===== config.mk =====
export PLATFORM = sky130hd
export DESIGN_NAME = mgmt_host
export DESIGN_NICKNAME = d
export VERILOG_FILES = /design/src/rtl/phymgmt_pkg.sv /design/src/rtl/mgmt_host.sv
export SDC_FILE = /design/constraint.sdc
export NUM_CORES = 1
export LEC_CHECK = 0
export BUFFER_PORTS_ARGS = -buffer_cell sky130_fd_sc_hd__buf_2
export CORE_ASPECT_RATIO = 1.1
export CORE_MARGIN = 2
export CORE_UTILIZATION = 35
export CTS_CLUSTER_DIAMETER = 100
export CTS_CLUSTER_SIZE = 25
export DETAILED_ROUTE_END_ITERATION = 8
export PLACE_DENSITY = 0.66
export SLEW_MARGIN = 0
export SYNTH_ARGS = -nofsm -noshare
export SYNTH_HDL_FRONTEND = slang
export SYNTH_SLANG_ARGS = --single-unit

===== constraint.sdc =====
create_clock -name clk -period 1.7 [get_ports clk]
set_input_delay 0 -clock clk [delete_from_list [all_inputs] [get_ports clk]]
set_output_delay 0 -clock clk [all_outputs]
set_load 0.05 [all_outputs]

===== src/rtl/phymgmt_pkg.sv =====
package phymgmt_pkg;

    localparam int DW   = 16;
    localparam int NREG = 16;

    localparam int IDX_CTL    = 0;
    localparam int IDX_STAT   = 1;
    localparam int IDX_ID_HI  = 2;
    localparam int IDX_ID_LO  = 3;
    localparam int IDX_ADV    = 4;
    localparam int IDX_PARTNR = 5;

    localparam int CTL_SOFT_RST_BIT = 15;
    localparam int STAT_LINK_BIT    = 2;

    localparam logic [DW-1:0] CTL_INIT    = 16'h1000;
    localparam logic [DW-1:0] STAT_INIT   = 16'h7868;
    localparam logic [DW-1:0] ID_HI_INIT  = 16'h2000;
    localparam logic [DW-1:0] ID_LO_INIT  = 16'h5C90;
    localparam logic [DW-1:0] ADV_INIT    = 16'h01E1;
    localparam logic [DW-1:0] PARTNR_UP   = 16'h01E1;
    localparam logic [DW-1:0] PARTNR_KEEP = 16'h01FF;

    typedef logic [DW-1:0] word_t;

    function automatic word_t init_word(input int idx);
        case (idx)
            IDX_CTL:   return CTL_INIT;
            IDX_STAT:  return STAT_INIT;
            IDX_ID_HI: return ID_HI_INIT;
            IDX_ID_LO: return ID_LO_INIT;
            IDX_ADV:   return ADV_INIT;
            default:   return '0;
        endcase
    endfunction

    function automatic logic is_read_only(input int idx);
        return (idx == IDX_STAT) || (idx == IDX_ID_HI) || (idx == IDX_ID_LO);
    endfunction

endpackage


===== src/rtl/mgmt_host.sv =====
module mgmt_host
    import phymgmt_pkg::*;
#(
    parameter int PHY_ADDR = 1,
    parameter int AW       = 5,
    parameter int N_REGS   = NREG,
    parameter int IW       = $clog2(N_REGS)
) (
    input  logic          clk,
    input  logic          rst_n,
    input  logic [AW-1:0] phy_addr,
    input  logic [AW-1:0] reg_addr,
    input  word_t         wr_data,
    input  logic          data_wr_stb,
    input  logic          wr_ctrl_cmd,
    input  logic          rd_stat_cmd,
    input  logic          scan_en,
    input  logic          link_up,
    input  word_t         rd_val,
    output logic          wr_en,
    output logic [IW-1:0] wr_idx,
    output word_t         wr_val,
    output logic [IW-1:0] rd_idx,
    output word_t         rd_data,
    output logic          link_fail
);

    localparam logic [AW-1:0] MY_ADDR = AW'(PHY_ADDR);
    localparam logic [AW:0]   REG_LIM = (AW+1)'(N_REGS);
    localparam word_t         NO_PHY  = '1;

    typedef struct packed {
        word_t txd;
        word_t rdd;
        logic  lf;
        logic  link_seen;
    } host_state_t;

    host_state_t st_q, st_d;
    logic        hit;
    logic        in_range;

    always_comb begin
        hit      = (phy_addr == MY_ADDR);
        in_range = ({1'b0, reg_addr} < REG_LIM);
        wr_idx   = reg_addr[IW-1:0];
        rd_idx   = reg_addr[IW-1:0];
        wr_val   = data_wr_stb ? wr_data : st_q.txd;
        wr_en    = hit && in_range && (data_wr_stb || wr_ctrl_cmd);

        st_d           = st_q;
        st_d.link_seen = link_up;
        if (data_wr_stb) st_d.txd = wr_data;
        if (rd_stat_cmd) begin
            if (!hit)          st_d.rdd = NO_PHY;
            else if (in_range) st_d.rdd = rd_val;
            else               st_d.rdd = '0;
            st_d.lf = !link_up;
        end
        if (scan_en && (link_up != st_q.link_seen)) st_d.lf = !link_up;
    end

    always_ff @(posedge clk or negedge rst_n) begin
        if (!rst_n) st_q <= '0;
        else        st_q <= st_d;
    end

    assign rd_data   = st_q.rdd;
    assign link_fail = st_q.lf;

    AST_FOREIGN_ONES: assert property (@(posedge clk) disable iff (!rst_n)
        (rd_stat_cmd && phy_addr != MY_ADDR) |=> (rd_data == NO_PHY));
    AST_HIGH_ZERO: assert property (@(posedge clk) disable iff (!rst_n)
        (rd_stat_cmd && phy_addr == MY_ADDR && {1'b0, reg_addr} >= REG_LIM) |=> (rd_data == '0));
    AST_LF_SAMPLE: assert property (@(posedge clk) disable iff (!rst_n)
        rd_stat_cmd |=> (link_fail == !$past(link_up)));
    AST_SCAN_OFF_HOLD: assert property (@(posedge clk) disable iff (!rst_n)
        (!scan_en && !rd_stat_cmd) |=> $stable(link_fail));

endmodule


# Word-level counts from Yosys, hierarchy flattened
# Index checks and enable logic that the tools add are counted.
dict set report totals {
  register_bits 34
  inputBits 49
  output_inout_bits 42
  wordCells 18
}
dict set report classes {
  n_lt_le_gt_ge 1
  eq_ne 2
  muxes 5
  reduce_logical 6
}
# operator count
set ops {}
lappend ops {{$mux W16} 3}
lappend ops {{$eq A5 B1 Y1 const B} 1}
lappend ops {{$lt A5 B5 Y1 const B} 1}
lappend ops {{$logic_and A1 B1 Y1} 3}
lappend ops {{$mux W1} 2}
lappend ops {{$reduce_bool A2 Y1} 1}
lappend ops {{$logic_not A1 Y1} 1}
lappend ops {{$logic_or A1 B1 Y1} 1}
lappend ops {{$ne A1 B1 Y1} 1}

# Longest topological paths before layout
dict set report depth {
  ltp_word 3
  ltp_mapped 4
  mapped_depth_nobuf 3
}

# Worst setup path before layout
# Ideal clock, no wire load.
dict set report synth_timing {
  kind {in2out}
  startpoint {in data_wr_stb}
  endpoint {out wr_en}
  t_arrival_ps 1749
  required_ps 1700
  setup_slack_ps -49
  path_stages 3
  path_buffers 1
  path_cell_list {buf_2 -> nor2_1 -> nor4bb_1}
}
dict set report synth_between {
  elab_chain_len 2
}
# element line
set synth_lines {}
lappend synth_lines {{start: declaration} mgmt_host.sv:14} ;# input logic data_wr_stb,
lappend synth_lines {{$logic_or A1 B1 Y1} mgmt_host.sv:49} ;# wr_en = hit && in_range && (data_wr_stb || wr_ctrl_cmd);
lappend synth_lines {{$logic_and A1 B1 Y1} mgmt_host.sv:49}
lappend synth_lines {{end: declaration} mgmt_host.sv:20} ;# output logic wr_en,
# No other way between the ends.

# Worst setup path after layout
dict set report layout_timing {
  startpoint {in wr_data[14]}
  endpoint {out wr_val[14]}
}
dict set report layout_between {
  elab_chain_len 1
}
# element line
set layout_lines {}
lappend layout_lines {{start: declaration} mgmt_host.sv:13} ;# input word_t wr_data,
lappend layout_lines {{$mux W16} --}
lappend layout_lines {{end: declaration} mgmt_host.sv:22} ;# output word_t wr_val,
# No other way between the ends.

==> impl_metrics.csv <==
group,metric,value,unit
pwr,leakage,0.9094,nW
timing,fmax,855.7,MHz
timing,hold_viol_final,0,
logic_synthesis,synth_mux_area_frac,0.1069,
logic_synthesis,synth_fp_nets,187,
routing,ant_nets,0,
timing,min_period_over_period,0.6874,
timing,slew_violations,0,
worst_setup_path,crit_start,"wr_data[14]",
routing,wirelength,3488,µm
worst_setup_path,slowest_delay,0.56,ns
final_layout,final_cell_mix,"buf_2 (78), dfrtp_1 (34), dlygate4sd3_1 (18), mux2_2 (16), o22a_1 (16)",
timing,worstMarginPinSlew,0.7595,ns
timing,rsz0062_at_grt,"no",
logic_synthesis,syn-instance-count,138,
routing,drt_iter0_markers,44,
worst_setup_path,crit_path_max_fanout,2,
floorplanning,die_area,0.005387,mm²
final_layout,syn_to_final_growth,24.13,%
floorplanning,start_util,0.3623,
logic_synthesis,syn_area,0.001685,mm²
timing,maxSlewHeadroom,0.4936,
timing,fin_crit,1.169,ns
timing,finalSetupViolCount,0,
timing,worst_clock_skew,0.000007799,ns
worst_setup_path,required,1.70,ns
logic_synthesis,synthDistinctLibCells,16,
logic_synthesis,ys_warn_count,0,
worst_setup_path,r2r_start,"link_fail$_DFFE_PN0P_",
routing,drc_errors,0,
routing,dr.pass1.iters,2,
clock_network,numCtsBuffers,5,
hold_path,min_path_type,"in2out",
worst_setup_path,critPathKind,"in2out",
flow_run,maxCapViolations,0,
routing,wire_per_inst,13.79,µm
clock_network,clkLatencyLatePin,0.27,ns
hold_path,hold_start,"reg_addr[0]",
final_layout,nets,245,
placement,place_inst,227,
timing,tns,0,ns
floorplanning,die_x,70.17,µm
global_route,grt_max_degree,35,
pwr,ir_drop,464.8,µV
placement,dp_hpwl,2316,µm
floorplanning,pin_count,91,
outcome,outcome,"completed",
clock_network,clock_path_buffers,2,
final_layout,drive_gt1_frac,0.5330,
logic_synthesis,synth.avg_cell_area,12.21,µm²
floorplanning,fp.dieH,76.78,µm
worst_setup_path,critPathLaunchType,"primary input",
routing,vias,1166,
clock_network,cts_root_buf,"clkbuf_8",
routing,routed_via_density,4.609,
final_layout,fin_cells,253,
clock_network,cts.sinks,34,
worst_setup_path,crit_top_cell,"buf_2",
final_layout,antenna_cells,0,
logic_synthesis,synth_compound_area_frac,0.09280,
logic_synthesis,synth-simple-area-share,0.09428,
global_route,grt_first_pass_wirelength,5885,µm
global_route,grt_usage,0.1388,
pwr,power,0.001907,W
logic_synthesis,ys_ff_latch,34,
logic_synthesis,synth_xor_xnor_area_share,0,
floorplanning,coreArea,0.004652,mm²
global_route,antenna_found_initial,1,
floorplanning,placementRows,26,
pwr,power_density,911.8,mW/mm²
final_layout,fill_cells,452,
logic_synthesis,synth_top_family_by_area,"buffers and inverters",
placement,gp_congestion,0.7225,
global_route,grt_pass1_vias,1194,
worst_setup_path,crit_chain,"dlygate4sd3_1, buf_2, mux2_2, buf_2",
final_layout,layout_commonest_cell,"buf_2",
clock_network,htree_num_levels,2,
logic_synthesis,ys_seq_area_frac,0.5048,
logic_synthesis,synthAdderAreaFrac,0,
worst_setup_path,critPathCaptureType,"output pin",
clock_network,cts_tree,"done",
global_route,grt-ovfl-total,0,
worst_setup_path,cp.arrival,1.17,ns
worst_setup_path,cp_slowest_cell,"dlygate4sd3_1",
placement,port_buffers,78,
[critical path: cells and delay by family]
| family | cells | cell delay, ns |
|---|---|---|
| buf+inv | 3 | 0.90 |
| mux | 1 | 0.26 |
[state kept, by name, summed over array words and instances, names as in the netlist]
register and count:
link_fail 1, rd_data 16, st_q 17
[layout make-up]
| type | count | area, µm² | area share |
|---|---|---|---|
| Tap cell | 56 | 70.07 | 0.03349 |
| Timing Repair Buffer | 97 | 578.1 | 0.2763 |
| Multi-Input combinational cell | 58 | 501.7 | 0.2398 |
| Clock inverter | 1 | 5.005 | 0.002392 |
| Clock buffer | 7 | 86.33 | 0.04127 |
| Sequential cell | 34 | 850.8 | 0.4067 |
[where the power goes]
| part | internal (W) | switching (W) | total, W | leakage [nW] |
|---|---|---|---|---|
| registers | 0.000857 | 0.0000163 | 0.000874 | 0.353 |
| clock network | 0.000327 | 0.000276 | 0.000602 | 0.0482 |
| logic | 0.000154 | 0.000277 | 0.000431 | 0.508 |
| total | 0.00134 | 0.000569 | 0.00191 | 0.909 |
[Yosys cell counts (all sizes together)]
library cell,n,area share
nor3,1,0.0030
a2bb2oi,1,0.0052
buf,46,0.20
mux2,16,0.11
nor4bb,1,0.0059
nand3,1,0.0059
nand2b,1,0.0037
nor3b,1,0.0074
nor2b,13,0.048
and2b,3,0.013
dfrtp,34,0.50
a211oi,1,0.0045
nor2,3,0.0067
o22a,16,0.083
[logic make-up after synthesis]
logic type             Yosys count
buffers and inverters           46
AND/OR/NAND/NOR                 24
AO/OA/AOI/OAI                   18
flip-flops                      34
multiplexers                    16
[worst paths after layout]
path / to / slack (ns) / cells after the start
min in group asynchronous: rd_data[1]$_DFFE_PN0P_ / 0.34 / 2
worst min-delay path: wr_idx[0] / 0.0003 / 0
worst min register to register: rd_data[11]$_DFFE_PN0P_ / 0.49 / 1
worst max register to register: link_fail$_DFFE_PN0P_ / 0.81 / 3
worst max-delay path: wr_val[14] / 0.53 / 4
max in group asynchronous: st_q[26]$_DFF_PN0_ / 0.88 / 2
[timing repair]
action                                 4_1_cts  5_1_grt
buffers inserted                             0        0
hold buffers                                18        0
gates resized for setup                      0        0
endpoints found under the hold margin       52        0
[metrics by stage]
stage / utilization / cell area (µm²) / hold WS [ns] / setup WS (ns)
global placement: 0.3913 / 1821 / 0.0005836 / 0.6342
floorplan: - / 1692 / -0.2956 / 0.4600
CTS: 0.4497 / 2092 / 0.0005836 / 0.5438
finish: 0.4497 / 2092 / 0.0002955 / 0.5314
detailed placement: 0.3913 / 1821 / 0.0005836 / 0.6118
global route: 0.4497 / 2092 / 0.0004282 / 0.4986
[per-layer routing]
| metal | wire length, µm | share of wire | up-vias | track usage |
|---|---|---|---|---|
| li1 | - | - | 544 | - |
| met1 | 1399 | 0.40 | 549 | 0.1590 |
| met2 | 1644 | 0.47 | 59 | 0.2190 |
| met3 | 333 | 0.095 | 12 | 0.06702 |
| met4 | 97 | 0.028 | 2 | 0.06154 |
| met5 | 13 | 0.0037 | - | 0 |
No activity file was read; power rests on OpenSTA's default activity.
